===== src/rtl/ptw_pkg.sv =====
package ptw_pkg;
    typedef enum logic [2:0] {
        ST_IDLE,
        ST_EVAL,
        ST_RD_SHORT,
        ST_RD_HI,
        ST_RD_LO,
        ST_DONE
    } walk_state_e;

    typedef enum logic [1:0] {
        DT_INVALID = 2'd0,
        DT_PAGE    = 2'd1,
        DT_SHORT   = 2'd2,
        DT_LONG    = 2'd3
    } desc_type_e;
endpackage


===== src/rtl/ptw_index_pick.sv =====
module ptw_index_pick #(
    parameter int ADDR_W     = 32,
    parameter int WIDTH_BITS = 4,
    parameter int POS_W      = 7,
    localparam int IDX_W     = 2 ** WIDTH_BITS
) (
    input  logic [ADDR_W-1:0]     vaddr,
    input  logic [POS_W-1:0]      pos,
    input  logic [WIDTH_BITS-1:0] width,
    output logic [IDX_W-1:0]      idx
);
    logic [2*ADDR_W-1:0] wide;
    logic [IDX_W-1:0]    window;
    logic [WIDTH_BITS:0] rshift;

    always_comb begin
        wide   = {vaddr, {ADDR_W{1'b0}}} << pos;
        window = wide[2*ADDR_W-1 -: IDX_W];
        rshift = (WIDTH_BITS+1)'(IDX_W) - {1'b0, width};
        idx    = (width == '0) ? '0 : (window >> rshift);
    end
endmodule


===== src/rtl/ptw_limit_chk.sv =====
module ptw_limit_chk #(
    parameter int IDX_W = 16
) (
    input  logic [IDX_W-1:0] idx,
    input  logic [IDX_W-1:0] limit,
    output logic             bad
);
    logic [IDX_W-1:0] floor_v;

    always_comb begin
        floor_v = {1'b0, limit[IDX_W-2:0]};
        bad     = limit[IDX_W-1] ? (idx < floor_v) : (idx > limit);
    end
endmodule


===== src/rtl/ptw_page_merge.sv =====
module ptw_page_merge #(
    parameter int ADDR_W = 32,
    parameter int POS_W  = 7
) (
    input  logic [ADDR_W-1:0] desc_word,
    input  logic [ADDR_W-1:0] vaddr,
    input  logic [POS_W-1:0]  used_bits,
    output logic [ADDR_W-1:0] paddr
);
    logic [ADDR_W-1:0] hi_mask;

    always_comb begin
        hi_mask = ~({ADDR_W{1'b1}} >> used_bits);
        paddr   = (desc_word & hi_mask) | (vaddr & ~hi_mask);
    end
endmodule


===== src/rtl/ptw_walker.sv =====
module ptw_walker
    import ptw_pkg::*;
#(
    parameter int ADDR_W     = 32,
    parameter int LEVELS     = 4,
    parameter int WIDTH_BITS = 4,
    localparam int IDX_W     = 2 ** WIDTH_BITS,
    localparam int POS_W     = $clog2(ADDR_W + IDX_W + LEVELS * IDX_W),
    localparam int LVL_W     = $clog2(LEVELS + 1),
    localparam int LI_W      = (LEVELS > 1) ? $clog2(LEVELS) : 1
) (
    input  logic              clk,
    input  logic              rst_n,
    input  logic              start,
    input  logic [31:0]       vaddr,
    input  logic [31:0]       ctrl,
    input  logic [63:0]       root,
    output logic              mem_req,
    output logic [31:0]       mem_addr,
    input  logic [31:0]       mem_rdata,
    input  logic              mem_ack,
    output logic [31:0]       paddr,
    output logic [31:0]       desc_addr,
    output logic              err,
    output logic              done
);
    localparam int EN_BIT   = 31;
    localparam int SUPV_BIT = 25;
    localparam int FCL_BIT  = 24;

    walk_state_e state_q, state_d;
    desc_type_e  typ_q;
    logic [31:0]       va_q, ctrl_q, ptr_q, rd_addr_q, desc_q, paddr_q;
    logic [IDX_W-1:0]  lim_q;
    logic              lim_en_q, err_q;
    logic [POS_W-1:0]  pos_q;
    logic [LVL_W-1:0]  level_q;

    logic [WIDTH_BITS-1:0] lvl_w [LEVELS];
    logic [WIDTH_BITS-1:0] cur_w;
    logic [IDX_W-1:0]      idx;
    logic                  lim_bad, walk_go, skip_walk;
    logic [31:0]           merged, next_addr;

    for (genvar g = 0; g < LEVELS; g++) begin : g_width
        assign lvl_w[g] = ctrl_q[WIDTH_BITS*(LEVELS-g)-1 -: WIDTH_BITS];
    end

    always_comb begin
        cur_w = (level_q < LVL_W'(LEVELS)) ? lvl_w[level_q[LI_W-1:0]] : '0;
        next_addr = {ptr_q[31:4], 4'b0000} +
                    ((typ_q == DT_LONG) ? (32'(idx) << 3) : (32'(idx) << 2));
        walk_go   = ((typ_q == DT_SHORT) || (typ_q == DT_LONG)) &&
                    (cur_w != '0) && !(lim_en_q && lim_bad);
        skip_walk = !ctrl[EN_BIT] || ctrl[SUPV_BIT] || ctrl[FCL_BIT];
    end

    ptw_index_pick #(.ADDR_W(32), .WIDTH_BITS(WIDTH_BITS), .POS_W(POS_W)) i_pick (
        .vaddr(va_q), .pos(pos_q), .width(cur_w), .idx(idx)
    );

    ptw_limit_chk #(.IDX_W(IDX_W)) i_limit (
        .idx(idx), .limit(lim_q), .bad(lim_bad)
    );

    ptw_page_merge #(.ADDR_W(32), .POS_W(POS_W)) i_merge (
        .desc_word(ptr_q), .vaddr(va_q), .used_bits(pos_q), .paddr(merged)
    );

    // state register
    always_ff @(posedge clk or negedge rst_n) begin
        if (!rst_n) state_q <= ST_IDLE;
        else        state_q <= state_d;
    end

    // next-state logic
    always_comb begin
        state_d = state_q;
        unique case (state_q)
            ST_IDLE:     if (start) state_d = skip_walk ? ST_DONE : ST_EVAL;
            ST_EVAL:     if (!walk_go)            state_d = ST_DONE;
                         else if (typ_q == DT_LONG) state_d = ST_RD_HI;
                         else                     state_d = ST_RD_SHORT;
            ST_RD_SHORT: if (mem_ack) state_d = ST_EVAL;
            ST_RD_HI:    if (mem_ack) state_d = ST_RD_LO;
            ST_RD_LO:    if (mem_ack) state_d = ST_EVAL;
            ST_DONE:     state_d = ST_IDLE;
            default:     state_d = ST_IDLE;
        endcase
    end

    // walk datapath
    always_ff @(posedge clk or negedge rst_n) begin
        if (!rst_n) begin
            va_q <= '0; ctrl_q <= '0; ptr_q <= '0; rd_addr_q <= '0;
            desc_q <= '0; paddr_q <= '0; lim_q <= '0; lim_en_q <= 1'b0;
            err_q <= 1'b0; pos_q <= '0; level_q <= '0; typ_q <= DT_INVALID;
        end else begin
            unique case (state_q)
                ST_IDLE: if (start) begin
                    va_q     <= vaddr;
                    ctrl_q   <= ctrl;
                    typ_q    <= desc_type_e'(root[33:32]);
                    lim_q    <= root[63:64-IDX_W];
                    lim_en_q <= 1'b1;
                    ptr_q    <= root[31:0];
                    pos_q    <= POS_W'(ctrl[WIDTH_BITS*LEVELS +: WIDTH_BITS]);
                    level_q  <= '0;
                    desc_q   <= '0;
                    paddr_q  <= vaddr;
                    err_q    <= ctrl[EN_BIT] && (ctrl[SUPV_BIT] || ctrl[FCL_BIT]);
                end
                ST_EVAL: begin
                    if (typ_q == DT_PAGE) begin
                        paddr_q <= merged;
                    end else if (!walk_go) begin
                        err_q <= 1'b1;
                    end else begin
                        rd_addr_q <= next_addr;
                        desc_q    <= next_addr;
                        pos_q     <= pos_q + POS_W'(cur_w);
                        level_q   <= level_q + 1'b1;
                    end
                end
                ST_RD_SHORT: if (mem_ack) begin
                    ptr_q    <= mem_rdata;
                    typ_q    <= desc_type_e'(mem_rdata[1:0]);
                    lim_en_q <= 1'b0;
                end
                ST_RD_HI: if (mem_ack) begin
                    typ_q    <= desc_type_e'(mem_rdata[1:0]);
                    lim_q    <= mem_rdata[31:32-IDX_W];
                    lim_en_q <= 1'b1;
                end
                ST_RD_LO: if (mem_ack) ptr_q <= mem_rdata;
                ST_DONE: ;
                default: ;
            endcase
        end
    end

    // outputs
    always_comb begin
        mem_req   = (state_q == ST_RD_SHORT) || (state_q == ST_RD_HI) ||
                    (state_q == ST_RD_LO);
        mem_addr  = (state_q == ST_RD_LO) ? (rd_addr_q + 32'd4) : rd_addr_q;
        done      = (state_q == ST_DONE);
        paddr     = paddr_q;
        desc_addr = desc_q;
        err       = err_q;
    end
endmodule


===== config.mk =====
export PLATFORM = sky130hd
export DESIGN_NAME = ptw_walker
export DESIGN_NICKNAME = d
export VERILOG_FILES = /design/src/rtl/ptw_pkg.sv /design/src/rtl/ptw_index_pick.sv /design/src/rtl/ptw_limit_chk.sv /design/src/rtl/ptw_page_merge.sv /design/src/rtl/ptw_walker.sv
export SDC_FILE = /design/constraint.sdc
export NUM_CORES = 1
export LEC_CHECK = 0
export BUFFER_PORTS_ARGS = -buffer_cell sky130_fd_sc_hd__buf_2
export CORE_MARGIN = 5
export CORE_UTILIZATION = 40
export CTS_CLUSTER_DIAMETER = 60
export DETAILED_ROUTE_END_ITERATION = 6
export PLACE_DENSITY_LB_ADDON = 0.25
export SLEW_MARGIN = 20
export SYNTH_ARGS = -nofsm -noshare
export SYNTH_HDL_FRONTEND = slang
export SYNTH_SLANG_ARGS = --single-unit

===== constraint.sdc =====
create_clock -name clk -period 6.07 [get_ports clk]
set_input_delay 0.3035 -clock clk [delete_from_list [all_inputs] [get_ports clk]]
set_output_delay 0.3035 -clock clk [all_outputs]
set_load 0.05 [all_outputs]

=== Word level (Yosys, flattened, before mapping) ===
Cells that the tools add are included.

* Add/subtract/negate cells: 5
* Order comparisons: 4
* Eq/ne operators: 17
* Shift operators: 3
* Mux-type cells: 47
* Bitwise operators: 7
* Reduce and logical (&&, ||, !) cells: 32

{| class="wikitable"
|+ Operators by type and width
! operator !! count
|-
| two-way mux 32 bit || 8
|-
| case mux 32 bit (2 select lines) || 3
|-
| AND 32 bit || 2
|-
| NOT 32 bit || 2
|-
| << shifter 64 x 7 -> 64 bit || 1
|-
| two-way mux 16 bit || 3
|-
| adder 32 x 19 -> 32 bit || 1
|-
| adder 32 x 3 -> 32 bit, second input constant || 1
|-
| OR 32 bit || 1
|-
| case mux 16 bit (2 select lines) || 1
|-
| right shift 32 x 7 -> 32 bit, first input constant || 1
|-
| two-way mux 3 bit || 8
|-
| two-way mux 7 bit || 3
|-
| two-way mux 19 bit || 1
|-
| AND reduction 3 bit || 6
|-
| > comparator 16 bit || 1
|-
| < comparator 16 x 15 -> 1 bit || 1
|-
| right shift 16 x 5 -> 16 bit || 1
|-
| != test 2 bit, second input constant || 7
|-
| case mux 7 bit (2 select lines) || 1
|-
| two-way mux 4 bit || 3
|-
| case mux 3 bit (4 select lines) || 1
|-
| AND reduction 4 bit || 3
|-
| binary-select mux 4 bit (select 2 bit) || 1
|-
| other kinds (29) || 54
|}

* Bits in registers: 209
* Logic and storage cells: 128

=== Longest topological paths before layout ===
* Word-level depth: 16
* Mapped depth: 26
* Mapped depth without buffers: 22

=== Modules after synthesis ===
A second synthesis with hierarchy kept.

* Cells, all modules: 1526
* Area, all modules: 14806.7 um^2

{| class="wikitable"
|+ Modules (own cells, without submodules)
! module !! instances !! cells an instance !! area an instance (um^2) !! seq. area each (um^2)
|-
| ptw_walker || 1 || 1032 || 10647.7 || 5129.9
|-
| ptw_index_pick || 1 || 342 || 3006.6 || 0.0
|-
| ptw_page_merge || 1 || 92 || 713.2 || 0.0
|-
| ptw_limit_chk || 1 || 60 || 439.2 || 0.0
|}

=== Worst setup path before layout ===
OpenSTA, ideal clock, no wires.

* Path type: register -> register
* Start point: register level_q[0]
* End point: register rd_addr_q[24]
* Data arrival time: 5.837 ns
* Data required time: 5.945 ns
* Setup slack: 0.109 ns
* Stages on the path, launching flop included: 26
* Path through: dfrtp_1 buf_6 mux4_2 nand2_1 buf_1 ha_1 xnor2_1 clkbuf_1 buf_1 nor3_1 a21oi_1 nor2_1 o21ai_0 mux2i_1 ha_1 fa_1 a21o_1 a21oi_1 o21ai_0 o41ai_1 o2111ai_1 a31o_2 a21o_1 nand4_1 xnor2_1 mux2_2

* Cells in the longest elaborated chain, start to end: 14
* Elaborated cells on any way between the ends: 21
* Those cells by class: 2 x add/sub; 3 x order compare; 1 x shift; 7 x mux; 1 x bitwise; 7 x reduce/logical

{| class="wikitable"
|+ Ends and longest elaborated chain
! what !! line !! text
|-
| start: declaration || ptw_walker.sv:37 || <nowiki>logic [LVL_W-1:0] level_q;</nowiki>
|-
| start signal: assignment || ptw_walker.sv:122 || <nowiki>level_q <= level_q + 1'b1;</nowiki>
|-
| NOT 2 -> 3 bit (implied by the code) || ptw_walker.sv:50 || <nowiki>cur_w = (level_q < LVL_W'(LEVELS)) ? lvl_w[level_q[LI_W-1:0]] : '0;</nowiki>
|-
| binary-select mux 4 bit (select 2 bit) || ptw_walker.sv:50 ||
|-
| two-way mux 4 bit (implied by the code) (2 in series) || ptw_walker.sv:50 ||
|-
| two-way mux 4 bit (*) || ptw_walker.sv:50 ||
|-
| subtractor 5 x 4 -> 5 bit || ptw_index_pick.sv:19 || <nowiki>rshift = (WIDTH_BITS+1)'(IDX_W) - {1'b0, width};</nowiki>
|-
| right shift 16 x 5 -> 16 bit || ptw_index_pick.sv:20 || <nowiki>idx = (width == '0) ? '0 : (window >> rshift);</nowiki>
|-
| two-way mux 16 bit || ptw_index_pick.sv:20 ||
|-
| > comparator 16 bit or < comparator 16 x 15 -> 1 bit (tied branches) || ptw_limit_chk.sv:12 || <nowiki>bad = limit[IDX_W-1] ? (idx < floor_v) : (idx > limit);</nowiki>
|-
| two-way mux 1 bit || ptw_limit_chk.sv:12 ||
|-
| logical AND 1 bit || ptw_walker.sv:54 || <nowiki>(cur_w != '0) && !(lim_en_q && lim_bad);</nowiki>
|-
| zero test 1 bit || ptw_walker.sv:54 ||
|-
| logical AND 1 bit || ptw_walker.sv:54 ||
|-
| AND reduction 3 bit (no source line) || - ||
|-
| end signal: assignment || ptw_walker.sv:119 || <nowiki>rd_addr_q <= next_addr;</nowiki>
|-
| end: declaration || ptw_walker.sv:33 || <nowiki>logic [31:0] va_q, ctrl_q, ptr_q, rd_addr_q, desc_q, paddr_q;</nowiki>
|}

Mark *: on every way between the ends. The rest lies on a longest branch, timed or not. The select of a mux whose other input is x is not followed.
A chain may end at the register's enable or synchronous reset.

=== Worst setup path after layout ===
* Start point: register pos_q[0]
* End point: register rd_addr_q[24]

* Cells in the longest elaborated chain, start to end: 9
* Elaborated cells on any way between the ends: 12
* Those cells by class: 1 x add/sub; 2 x order compare; 2 x shift; 3 x mux; 4 x reduce/logical

{| class="wikitable"
|+ Ends and longest elaborated chain
! what !! line !! text
|-
| start: declaration || ptw_walker.sv:36 || <nowiki>logic [POS_W-1:0] pos_q;</nowiki>
|-
| start signal: assignment || ptw_walker.sv:107 || <nowiki>pos_q <= POS_W'(ctrl[WIDTH_BITS*LEVELS +: WIDTH_BITS]);</nowiki>
|-
| start signal: assignment || ptw_walker.sv:121 || <nowiki>pos_q <= pos_q + POS_W'(cur_w);</nowiki>
|-
| << shifter 64 x 7 -> 64 bit (*) || ptw_index_pick.sv:17 || <nowiki>wide = {vaddr, {ADDR_W{1'b0}}} << pos;</nowiki>
|-
| right shift 16 x 5 -> 16 bit (*) || ptw_index_pick.sv:20 ||
|-
| two-way mux 16 bit (*) || ptw_index_pick.sv:20 ||
|-
| > comparator 16 bit or < comparator 16 x 15 -> 1 bit (tied branches) || ptw_limit_chk.sv:12 ||
|-
| two-way mux 1 bit || ptw_limit_chk.sv:12 ||
|-
| logical AND 1 bit || ptw_walker.sv:54 ||
|-
| zero test 1 bit || ptw_walker.sv:54 ||
|-
| logical AND 1 bit || ptw_walker.sv:54 ||
|-
| AND reduction 3 bit (no source line) || - ||
|}

Mark *: on every way between the ends. The rest lies on a longest branch, timed or not.

==> run_results.csv <==
group,metric,value,unit
synthesis,netlist_area,0.01412,mm^2
clock_network,clock_sinks,205,
finish,final_net_count,2187,
synthesis,synth.area.top_cells,"dfrtp_1, mux2i_1, nand2_1",
finish,layout_common_cells,"nand2_1, buf_2, dfrtp_1",
finish,fin_cells,2459,
sta,hold_viol,0,
worst_setup_path,cp.arrival,6.26,ns
clock_network,cts.clk_slew.worst_paths,0.06,ns
place,dp_hpwl,40540,um
finish,drive_gt1_share,26.45,%
sta,clock.fmax,171.5,MHz
synthesis,synth_cell_types,81,
synthesis,synthCells,1632,
place,place_ws,0.07968,ns
sta,max_slew.worst_pin.slew,1.012,ns
clock_network,cts_tree,"yes",
sta,min_period_over_period,96.08,%
floorplan,start_util,40.67,%
floorplan,io_pins,263,
global_route,antenna_found_initial,2,
synthesis,synth-edff-count,0,
synthesis,synth_top_flop_cell,"dfrtp_1",
worst_setup_path,critPathCaptureType,"register",
global_route,track_usage,26.10,%
synthesis,synth_seq_area_share,36.33,%
place,io_buffers,235,
run_status,outcome,"completed",
sta,rsz0062_at_grt,"no",
synthesis,syn_avg_cell_area,8.651,um^2
sta,period_minus_slack,5.832,ns
finish,diodes,0,
global_route,grt_max_degree,123,
finish,layout_commonest_cell,"nand2_1",
routing,antenna_left,0,
clock_network,cts_max_level,1,
routing,vias,13830,
worst_setup_path,worstPathRequired,6.50,ns
clock_network,cts_buffer_depth,3,
synthesis,synth_top_area_share,36.33,%
finish,syn2layout_area_growth,28.38,%
routing,initialDrtViolationCount,1279,
job,cap_violations,0,
finish,final_cell_area,0.01812,mm^2
synthesis,yosysTopAreaCell,"dfrtp_1",
sta,fin_setup_tns,0,ns
floorplan,die_h,197.9,um
sta,setup_ws,0.2382,ns
synthesis,ys_ff_latch,205,
routing,wl_per_cell,21.34,um
place,gp_congestion,0.9510,
clock_network,numCtsBuffers,27,
sta,finalSetupViolCount,0,
sta,clock_skew,0.01724,ns
routing,drt_pass1_iterations,5,
sta,slew_viol_final,0,
place,placed_cells,2353,
place,postPlaceCellArea,0.01649,mm^2
routing,drc,0,
sta,slew_headroom,32.53,%
finish,fillers,3340,
synthesis,yosysWarningCount,0,
clock_network,clock-root-buffer,"clkbuf_16",
routing,wl,52470,um
floorplan,core_area,0.03471,mm^2
clock_network,clkLatencyLatePin,0.55,ns
worst_setup_path,start_kind,"register",
floorplan,rows,68,
global_route,overflow,0,
global_route,grt_pass1_wl,79380,um
synthesis,async_flop_share,100.0,%
worst_setup_path,worst-setup-path-type,"register to register",
routing,via_per_inst,5.625,
worst_setup_path,path_max_fanout,6,
global_route,first_global_vias,13320,
min_path,hp-class,"input port to register",
floorplan,dieArea,0.03915,mm^2
floorplan,die_w,197.9,um
[metal layers]
layer / vias up / track usage, % / part of all wire (%)
met1: 6627 / 38.12 / 44
li1: 6499 / - / -
met5: - / 0 / 0.025
met2: 629 / 40.10 / 44
met3: 75 / 5.003 / 8.8
met4: 2 / 6.452 / 2.5
[worst paths after layout]
path                       cells after the start  slack, ns            startpoint                        end
max                                           23       0.24  pos_q[0]$_DFFE_PN0P_  rd_addr_q[24]$_DFFE_PN0P_
min                                            3       0.05              root[17]      ptr_q[17]$_DFFE_PN0P_
max reg2reg                                   23       0.24  pos_q[0]$_DFFE_PN0P_  rd_addr_q[24]$_DFFE_PN0P_
min reg2reg                                    2       0.47  paddr[2]$_DFFE_PN0P_       paddr[2]$_DFFE_PN0P_
max in group asynchronous                      4       4.43                 rst_n  rd_addr_q[28]$_DFFE_PN0P_
min in group asynchronous                      2       0.24                 rst_n      paddr[17]$_DFFE_PN0P_
[kinds of logic (layout without fill, tap and decap cells)]
group	after synthesis	after routing	synth area share, %
xor gates and xnor gates	56	56	3.474
buffers and inverters	147	516	4.785
other	1	4	0.02656
muxes	186	186	15.73
adders and majority gates	39	39	3.563
AOI/OAI and AO/OA	405	405	17.62
DFF	205	205	36.33
and+or+nand+nor	593	593	18.47
[Yosys cell counts, drive strengths merged (9+ instances only)]
cell type / instances
nand2: 335
dfrtp: 205
o21ai: 135
mux2i: 127
a21oi: 121
nor2: 101
clkbuf: 61
nand3: 50
buf: 43
inv: 42
xnor2: 42
ha: 37
mux2: 36
mux4: 23
nor3: 22
a21o: 17
a22o: 17
nand2b: 17
o22ai: 15
xor2: 14
a22oi: 11
and2: 11
and3: 10
nor2b: 10
o211ai: 10
nand4: 9
or2: 9
[flip-flops by register name, summed over array words and instances, names as in the netlist, 7 cells and up]
| signal | flops |
|---|---|
| ctrl_q | 16 |
| va_q | 32 |
| lim_q | 16 |
| paddr | 32 |
| ptr_q | 32 |
| desc_addr | 30 |
| pos_q | 7 |
| rd_addr_q | 30 |
[cell type report]
| class | count | area, um^2 | share of cell area (%) |
|---|---|---|---|
| Multi-Input combinational cell | 1283 | 8439 | 46.56 |
| Clock inverter | 16 | 251.5 | 1.388 |
| Tap cell | 455 | 569.3 | 3.141 |
| Sequential cell | 205 | 5136 | 28.34 |
| Clock buffer | 33 | 718.2 | 3.962 |
| Timing Repair Buffer | 424 | 2849 | 15.72 |
| Inverter | 43 | 161.4 | 0.8905 |
[worst max-delay path, cell delays in order, from the launching register on]
cell       delay, ns
dfrtp_4         0.42
buf_12          0.14
mux4_2          0.59
mux4_2          0.51
a22o_1          0.30
a32oi_2         0.22
a21oi_1         0.14
a21oi_1         0.20
nor2_1          0.06
o21ai_1         0.21
mux2i_1         0.11
ha_1            0.25
fa_1            0.40
a21o_1          0.17
a21oi_1         0.19
o21ai_0         0.16
o41ai_1         0.27
buf_4           0.18
o2111ai_1       0.11
a31o_2          0.28
a21o_1          0.27
nand4_1         0.13
xnor2_1         0.10
mux2_2          0.28
[per-stage QoR]
stage          hold slack [ns]  util [%]
2_1_floorplan         0.007909         -
3_3_place_gp            0.4540     47.50
3_5_place_dp            0.4628     47.50
4_1_cts                0.03143     51.74
5_1_grt                0.06576     52.21
6_report               0.05151     52.21
[timing repair]
action                                  in CTS  in global routing
resized for setup                            0                 21
hold buffers                                50                  0
buffers inserted                             0                  6
endpoints found under the setup margin       0                 73
hold endpoints to repair                   138                  0
Power is left out: the tool's default activity adds up to more than one toggle a clock period on the data nets, which glitch-free logic cannot reach.
